===== src/rtl/srx_pkg.sv =====
package srx_pkg;
   typedef enum logic [2:0] {
      ST_IDLE,
      ST_START,
      ST_DATA,
      ST_PAR,
      ST_STOP
   } rx_state_t;

   localparam int PAR_ENABLE_BIT = 0;
   localparam int PAR_EVEN_BIT   = 1;
   localparam int PAR_NOCHK_BIT  = 2;
endpackage


===== src/rtl/srx_sync.sv =====
module srx_sync #(
   parameter int   STAGES    = 2,
   parameter logic RESET_VAL = 1'b1
) (
   input  logic clk,
   input  logic rst_n,
   input  logic d,
   output logic q
);
   logic [STAGES-1:0] pipe;

   generate
      if (STAGES == 1) begin : g_one
         always_ff @(posedge clk or negedge rst_n)
            if (!rst_n) pipe <= RESET_VAL;
            else        pipe <= d;
      end else begin : g_many
         always_ff @(posedge clk or negedge rst_n)
            if (!rst_n) pipe <= {STAGES{RESET_VAL}};
            else        pipe <= {pipe[STAGES-2:0], d};
      end
   endgenerate

   assign q = pipe[STAGES-1];
endmodule


===== src/rtl/srx_tick_sel.sv =====
module srx_tick_sel #(
   parameter bit HAS_EXT_TICK = 1'b1
) (
   input  logic tick_int,
   input  logic tick_ext,
   input  logic use_int,
   output logic tick
);
   generate
      if (HAS_EXT_TICK) begin : g_mux
         assign tick = use_int ? tick_int : tick_ext;
      end else begin : g_int_only
         logic unused_sel;
         assign unused_sel = tick_ext ^ use_int;
         assign tick = tick_int;
      end
   endgenerate
endmodule


===== src/rtl/srx_frame.sv =====
module srx_frame
   import srx_pkg::*;
#(
   parameter int DATA_W     = 8,
   parameter int OVERSAMPLE = 16
) (
   input  logic              clk,
   input  logic              rst_n,
   input  logic              rx_on,
   input  logic              tick,
   input  logic              rxd,
   input  logic [1:0]        cfg_len,
   input  logic [2:0]        cfg_par,
   output logic              done,
   output logic [DATA_W-1:0] data,
   output logic              par_bad,
   output logic              stop_bad
);
   localparam int CNT_W = $clog2(OVERSAMPLE);
   localparam int IDX_W = $clog2(DATA_W);
   localparam int MID   = OVERSAMPLE / 2 - 1;
   localparam int LAST  = OVERSAMPLE - 1;

   rx_state_t        st;
   logic [CNT_W-1:0] cnt;
   logic [IDX_W-1:0] idx;
   logic [IDX_W-1:0] last_idx;
   logic             par_bit;
   logic             at_mid;
   logic             at_end;

   assign at_mid   = (cnt == CNT_W'(MID));
   assign at_end   = (cnt == CNT_W'(LAST));
   assign last_idx = IDX_W'(DATA_W - 1) - IDX_W'(cfg_len);

   always_ff @(posedge clk or negedge rst_n) begin
      if (!rst_n) begin
         st       <= ST_IDLE;
         cnt      <= '0;
         idx      <= '0;
         data     <= '0;
         par_bit  <= 1'b0;
         stop_bad <= 1'b0;
         done     <= 1'b0;
      end else begin
         done <= 1'b0;
         if (!rx_on) begin
            st <= ST_IDLE;
         end else if (tick) begin
            cnt <= cnt + 1'b1;
            unique case (st)
               ST_IDLE: begin
                  if (!rxd) begin
                     st   <= ST_START;
                     cnt  <= '0;
                     idx  <= '0;
                     data <= '0;
                  end
               end
               ST_START: begin
                  if (at_mid && rxd) st <= ST_IDLE;
                  else if (at_end)   st <= ST_DATA;
               end
               ST_DATA: begin
                  if (at_mid) data[idx] <= rxd;
                  if (at_end) begin
                     if (idx == last_idx) begin
                        idx <= '0;
                        st  <= cfg_par[PAR_ENABLE_BIT] ? ST_PAR : ST_STOP;
                     end else begin
                        idx <= idx + 1'b1;
                     end
                  end
               end
               ST_PAR: begin
                  if (at_mid) par_bit <= rxd;
                  if (at_end) st <= ST_STOP;
               end
               ST_STOP: begin
                  if (at_mid) begin
                     done     <= 1'b1;
                     stop_bad <= !rxd;
                     st       <= ST_IDLE;
                  end
               end
               default: st <= ST_IDLE;
            endcase
         end
      end
   end

   assign par_bad = cfg_par[PAR_ENABLE_BIT] && !cfg_par[PAR_NOCHK_BIT] &&
                    ((^data ^ par_bit) == cfg_par[PAR_EVEN_BIT]);
endmodule


===== src/rtl/srx_hold.sv =====
module srx_hold #(
   parameter int DATA_W = 8
) (
   input  logic              clk,
   input  logic              rst_n,
   input  logic              accept,
   input  logic [DATA_W-1:0] in_data,
   input  logic              in_pe,
   input  logic              in_fe,
   input  logic              rd,
   output logic [DATA_W-1:0] out_data,
   output logic              full,
   output logic              pe,
   output logic              fe,
   output logic              ovr
);
   logic room;
   assign room = !full || rd;

   always_ff @(posedge clk or negedge rst_n) begin
      if (!rst_n) begin
         out_data <= '0;
         full     <= 1'b0;
         pe       <= 1'b0;
         fe       <= 1'b0;
         ovr      <= 1'b0;
      end else if (accept && room) begin
         out_data <= in_data;
         pe       <= in_pe;
         fe       <= in_fe;
         ovr      <= 1'b0;
         full     <= 1'b1;
      end else if (accept) begin
         ovr      <= 1'b1;
      end else if (rd) begin
         full     <= 1'b0;
      end
   end
endmodule


===== src/rtl/serial_rx_echo.sv =====
module serial_rx_echo #(
   parameter int DATA_W       = 8,
   parameter int OVERSAMPLE   = 16,
   parameter int SYNC_STAGES  = 2,
   parameter bit HAS_EXT_TICK = 1'b1
) (
   input  logic              clk,
   input  logic              rst_n,
   input  logic              tick_int,
   input  logic              tick_ext,
   input  logic              clk_src_int,
   input  logic              rxd_in,
   input  logic              dsr_n,
   input  logic              dtr_en,
   input  logic [1:0]        cfg_len,
   input  logic [2:0]        cfg_par,
   input  logic              echo_en,
   input  logic [1:0]        tx_mode,
   input  logic              tx_line_in,
   input  logic              rd_strobe,
   output logic [DATA_W-1:0] rx_data,
   output logic              rx_full,
   output logic              err_parity,
   output logic              err_frame,
   output logic              err_overrun,
   output logic              txd_out
);
   generate
      if (DATA_W < 4) begin : g_bad_width
         $error("DATA_W must be at least 4 so every length code is legal");
      end
      if (OVERSAMPLE < 4 || (OVERSAMPLE & (OVERSAMPLE - 1)) != 0) begin : g_bad_os
         $error("OVERSAMPLE must be a power of two of at least 4");
      end
      if (SYNC_STAGES < 2) begin : g_bad_sync
         $error("SYNC_STAGES must be at least 2");
      end
   endgenerate

   logic              rxd_s;
   logic              tick;
   logic              rx_on;
   logic              f_done;
   logic [DATA_W-1:0] f_data;
   logic              f_pe;
   logic              f_fe;
   logic              echo_active;

   assign rx_on = dtr_en && !dsr_n;

   srx_sync #(.STAGES(SYNC_STAGES), .RESET_VAL(1'b1)) u_sync (
      .clk   (clk),
      .rst_n (rst_n),
      .d     (rxd_in),
      .q     (rxd_s)
   );

   srx_tick_sel #(.HAS_EXT_TICK(HAS_EXT_TICK)) u_tick (
      .tick_int (tick_int),
      .tick_ext (tick_ext),
      .use_int  (clk_src_int),
      .tick     (tick)
   );

   srx_frame #(.DATA_W(DATA_W), .OVERSAMPLE(OVERSAMPLE)) u_frame (
      .clk      (clk),
      .rst_n    (rst_n),
      .rx_on    (rx_on),
      .tick     (tick),
      .rxd      (rxd_s),
      .cfg_len  (cfg_len),
      .cfg_par  (cfg_par),
      .done     (f_done),
      .data     (f_data),
      .par_bad  (f_pe),
      .stop_bad (f_fe)
   );

   srx_hold #(.DATA_W(DATA_W)) u_hold (
      .clk      (clk),
      .rst_n    (rst_n),
      .accept   (f_done && rx_on),
      .in_data  (f_data),
      .in_pe    (f_pe),
      .in_fe    (f_fe),
      .rd       (rd_strobe),
      .out_data (rx_data),
      .full     (rx_full),
      .pe       (err_parity),
      .fe       (err_frame),
      .ovr      (err_overrun)
   );

   assign echo_active = echo_en && (tx_mode == 2'b00);
   assign txd_out     = echo_active ? rxd_s : tx_line_in;
endmodule


===== config.mk =====
export PLATFORM = sky130hd
export DESIGN_NAME = serial_rx_echo
export DESIGN_NICKNAME = d
export VERILOG_FILES = /design/src/rtl/srx_pkg.sv /design/src/rtl/srx_sync.sv /design/src/rtl/srx_tick_sel.sv /design/src/rtl/srx_frame.sv /design/src/rtl/srx_hold.sv /design/src/rtl/serial_rx_echo.sv
export SDC_FILE = /design/constraint.sdc
export NUM_CORES = 1
export LEC_CHECK = 0
export BUFFER_PORTS_ARGS = -buffer_cell sky130_fd_sc_hd__buf_2
export CORE_MARGIN = 10
export CORE_UTILIZATION = 50
export DETAILED_ROUTE_END_ITERATION = 7
export GPL_ROUTABILITY_DRIVEN = 0
export PLACE_DENSITY = 0.87
export SLEW_MARGIN = 20
export SYNTH_ARGS = -nofsm -noshare
export SYNTH_HDL_FRONTEND = slang
export SYNTH_HIERARCHICAL = 1
export SYNTH_SLANG_ARGS = --single-unit

===== constraint.sdc =====
create_clock -name clk -period 1.7 [get_ports clk]
set_clock_uncertainty 0.1 [all_clocks]
set_input_delay 0.34 -clock clk [delete_from_list [all_inputs] [get_ports clk]]
set_output_delay 0.34 -clock clk [all_outputs]
set_load 0.05 [all_outputs]

======== After elaboration in Yosys (flattened, before gate mapping) ========
Cells that the tools add are included.
word-level totals
  output and inout port bits .............. 13
  input port bits ......................... 18
  register bits ........................... 35
operators by class
  eq/ne operators ......................... 19
  $add $sub $neg .......................... 3
  bitwise logic cells ..................... 1
  order comparisons ....................... 2
  reduce and logical (&&, ||, !) cells .... 26
  muxes and demuxes ....................... 34
operators with widths
  operator                                                     number
  two-way mux 3 bit                                            13
  two-way mux 8 bit                                            2
  one-hot mux 8 bit (2 select lines)                           1
  one-hot mux 3 bit (5 select lines)                           1
  two-way mux 1 bit                                            12
  inequality test 3 x 2 -> 1 bit (second input constant)       4
  AND reduction 5 bit                                          2
  bitwise mux 8 bit                                            1
  logical AND 1 bit                                            8
  two-way mux 4 bit                                            2
  AND reduction 4 bit                                          2
  XOR reduction 8 bit                                          1
  AND reduction 7 bit                                          1
  equality test 3 x 2 -> 1 bit (second input constant)         2
  inequality test 2 bit (second input constant)                3
  one-hot mux 3 bit (2 select lines)                           1
  nonzero test 2 bit                                           3
  adder 4 x 1 -> 4 bit (second input constant)                 1
  equality test 4 x 3 -> 1 bit (second input constant)         1
  equality test 4 bit (second input constant)                  1
  zero test 1 bit                                              4
  less-than comparator 3 x 4 -> 1 bit (second input constant)  1
  inequality test 2 x 1 -> 1 bit (second input constant)       2
  inequality test 4 x 2 -> 1 bit (second input constant)       1
  other kinds (14)                                             15

======== Depth between registers and ports, before layout ========
  depth in word-level cells ............... 7
  gate-level depth with buffers ........... 7
  mapped depth without buffers ............ 6

======== By module ========
Netlist, hierarchy kept.
by module, submodules not included
  module          area each (µm²)  cells an instance  instances  seq. area each (µm²)
  srx_frame       1251.2           141                1          525.5
  srx_hold        457.9            27                 1          300.3
  srx_sync        52.6             2                  1          52.6
  serial_rx_echo  40.0             4                  1          0.0
  srx_tick_sel    15.0             1                  1          0.0

======== Worst setup path before layout ========
OpenSTA, ideal clock, no wires.
  path kind ............................... register to register
  from .................................... register u_frame.cnt[0]
  to ...................................... register u_frame.data[4]
  slack ................................... -0.101 ns
  data required time ...................... 1.474 ns
  cell stages (with the launch flop) ...... 8
  arrival time ............................ 1.575 ns
  period minus slack after synthesis ...... 1.801 ns
  setup time .............................. 0.126 ns
  cells stage by stage .................... dfrtp_1 -> ha_1 -> and3b_2 -> a21oi_1 -> or4_1 -> buf_2 -> o21ai_1 -> o31ai_1
on the way
  longest elaborated chain between the ends .. 3
ends and longest elaborated chain
  what                                      RTL line         text
  start, declared                           srx_frame.sv:25  logic [CNT_W-1:0] cnt;
  start signal, assigned                    srx_frame.sv:50  cnt <= cnt + 1'b1;
  equality test 4 x 3 -> 1 bit              srx_frame.sv:32  assign at_mid = (cnt == CNT_W'(MID));
  inequality test 2 x 1 -> 1 bit (no line)  --
  AND reduction 5 bit (no line)             --
  end signal, assigned by index             srx_frame.sv:65  if (at_mid) data[idx] <= rxd;
  end, declared                             srx_frame.sv:15  output logic [DATA_W-1:0] data,
Every way passes these cells.
A chain may end at the register's enable or synchronous reset.

======== Final worst setup path ========
  from .................................... register u_frame.cnt[1]
  to ...................................... register u_frame.data[6]
Same word-level chain as after synthesis.

==> impl_metrics.yaml <==
status:
  status: "finished, violations left"
  violations: "negative setup slack"
die:
  start_util_pct: 53.2
  ios: 31
  fp.dieH_um: 80.3
  dieArea_um2: 6440
  rows: 21
  core_area_um2: 3420
  die_w_um: 80.3
drt:
  via_count: 1563
  post_drt_wl_per_cell_um: 15.9
  drc_errors: 0
  viasPerCell: 5.58
  totalWireLength_mm: 4.47
  dr.pass1.iters: 4
  drtAntennaViolNets: 0
  drt_iter0_markers: 105
grt:
  grt_util_met2_pct: 24.8
  grt-ovfl-total: 0
  top_usage_layer: "met2"
  grtUsageMet3_pct: 4.57
  first_global_vias: 1639
  met1_usage_pct: 15.5
  grt_pass1_wl_mm: 7.31
  grt.total_usage_pct: 14.3
  antenna_found_initial: 0
  grt_max_degree: 15
yosys:
  ys_seq_area_share_pct: 48.3
  synthDistinctLibCells: 41
  yosys-top-cells-area: "dfrtp_1 (45%), mux2_2 (6.8%), o21ai_1 (4.1%), xnor2_1 (3.9%), mux2i_1 (3.3%)"
  async_flop_share_pct: 100
  synth_edf_count: 0
  netlist_instances: 175
  yosysTopAreaCell: "dfrtp_1"
  synth_top_area_share_pct: 45.5
  synth_top_flop_cell: "dfrtp_1"
  synth.avg_cell_area_um2: 10.4
  syn_nets: 195
  synth-seq-cells: 35
  yosysWarnings: 6
  syn_area_um2: 1820
pwr:
  switchingPower_mw: 0.411
  powerDensity_nw_per_um2: 672
  peakVddDrop_v: 0.000384
  seq_power_share_pct: 55.0
  power_frac_clock_pct: 29.8
  internal_power_mw: 1.17
  switching_share_pct: 26.0
  pwr-share-comb_pct: 15.3
  leakagePower_nw: 1.17
place:
  dp_cells: 268
  hpwl_mm: 3.37
  pre_cts_slack_ps: -182
  portBuffers: 30
run:
  maxCapViolCount: 0
timing:
  setup_viol: 13
  max-slew-margin-rel_pct: 79.2
  hold_viol: 0
  final.setup.tns_ps: -901
  min_period_ps: 1820
  period_share_pct: 107
  maxSlewViolCount: 0
  rsz0062_at_grt: "true"
  setup_ws_ps: -115
  clock.fmax_ghz: 0.551
  max_slew.worst_pin.slew_ps: 310
cells_and_area:
  fin_cells: 280
  utilization_pct: 69.0
  layout-drive-gt1-share_pct: 42.7
  layout.nets: 253
  synthToLayoutAreaGrowth_pct: 29.7
  final_common_cell: "dfrtp_1"
  n_antenna_cell: 0
  final_cell_mix: "dfrtp_1 (32), buf_2 (29), buf_4 (26)"
clock_tree:
  cts_buffer_depth: 2
  clk_pin_slew_worst_paths_ps: 100
  htree_levels: 2
  clk_latency_ps: 340
  cts_buffers: 5
  cts_tree: "built"
  clock-sinks: 35
  cts-root-buf: "clkbuf_4"
min_path:
  holdPathEnd: "u_hold/full"
  hp-class: "in -> reg"
  hp-start: "rd_strobe"
  holdPathStages: 3
worst_setup_path:
  worstPathArrival_ps: 1930
  reg2reg_depth: 6
  path_max_fanout: 8
  r2r_slack_ps: -120
  r2r-end: "u_frame/data[6]"
  crit_type: "reg -> reg"
  timing.rr.start: "u_frame/cnt[1]"
  crit_required_ps: 1820
  setup.worst_path.end_class: "flop"
  start_kind: "flop"
## how the worst max path moves through the flow
stage | from | end | slack (ps) | cells past startpoint
detailed placement | dsr_n | u_frame/data[6] | -180 | 6
CTS | u_sync/pipe[1] | txd_out | -70 | 3
finish | u_frame/cnt[1] | u_frame/data[6] | -120 | 6
global route | u_frame/cnt[1] | u_frame/data[5] | -180 | 8
global placement | dsr_n | u_frame/data[0] | -140 | 6
floorplan | u_frame/cnt[0] | u_frame/data[4] | -90 | 7
## per-stage QoR
step / total power [mW] / hold WS [ps] / instance area (um^2)
detailed placement: 1.11 / 122 / 2170
floorplan: 0.994 / -55.6 / 1820
global placement: 1.09 / 120 / 2170
finish: 1.58 / 191 / 2360
CTS: 1.58 / 185 / 2290
global route: 1.66 / 202 / 2360
## Yosys cell counts, types with 2 or more instances
| master | instances |
|---|---|
| o21ai_0 | 5 |
| inv_1 | 10 |
| nand2b_1 | 4 |
| nor4_1 | 2 |
| a31oi_1 | 4 |
| mux2_2 | 11 |
| nand2_1 | 8 |
| nand3_1 | 8 |
| buf_2 | 6 |
| nor3_1 | 2 |
| o2111ai_1 | 3 |
| a21oi_1 | 2 |
| xnor2_1 | 8 |
| o22ai_1 | 2 |
| dfstp_2 | 2 |
| nor2b_1 | 3 |
| nand4_1 | 2 |
| dfrtp_1 | 33 |
| o31ai_1 | 4 |
| mux2i_1 | 6 |
| nor2_1 | 10 |
| mux2_4 | 2 |
| xor2_1 | 3 |
| o21ai_1 | 15 |
| and3_1 | 3 |
| ha_1 | 2 |
## layer usage
layer / up-vias / part of all wire, %
li1: 741 / -
met1: 748 / 38
met2: 61 / 52
met3: 13 / 8.3
met4: 0 / 2.4
met5: - / 0
## state kept, by name, indices dropped and copies added, names as in the netlist
register,count
u_frame/par_bit,1
u_hold/full,1
u_frame/cnt,4
u_frame/done,1
u_frame/data,8
u_hold/fe,1
u_frame/st,3
u_frame/stop_bad,1
u_hold/out_data,8
u_sync/pipe,2
u_frame/idx,3
u_hold/ovr,1
u_hold/pe,1
## worst max-delay path: stages, from the launching register on
cell and delay, ps:
dfrtp_1 370, ha_2 180, and3b_2 190, a21oi_1 70, or4_4 500, o21ai_2 160, o21ai_1 110
## logic make-up after synthesis
| logic type | synth area share [%] |
|---|---|
| adders and majority gates | 1.38 |
| and+or+nand+nor | 16.3 |
| muxes | 11.8 |
| xor gates and xnor gates | 5.30 |
| buffers and inverters | 4.34 |
| DFF | 48.3 |
| AOI/OAI and AO/OA | 12.5 |
## area by class of cell
class,instances,area (um^2)
Inverter,10,37.5
Clock buffer,7,55.1
Fill cell,241,1060
Multi-Input combinational cell,122,935
Clock inverter,1,5.00
Timing Repair Buffer,59,387
Sequential cell,35,880
Tap cell,46,57.6
## power by group through the flow
stage	Sequential (mW)	Combinational [mW]	Clock [mW]
floorplan	0.888	0.106	0
global placement	0.885	0.209	0
detailed placement	0.887	0.218	0
CTS	0.870	0.232	0.483
global route	0.873	0.267	0.522
finish	0.871	0.242	0.471
## timing repair
item	in CTS	in global routing
hold buffers	2	0
buffers inserted	1	2
gates resized for setup	10	10
hold endpoints to repair	11	0
pin swaps	4	4
setup endpoints to repair	16	17
No activity file was read; power rests on OpenSTA's default activity.
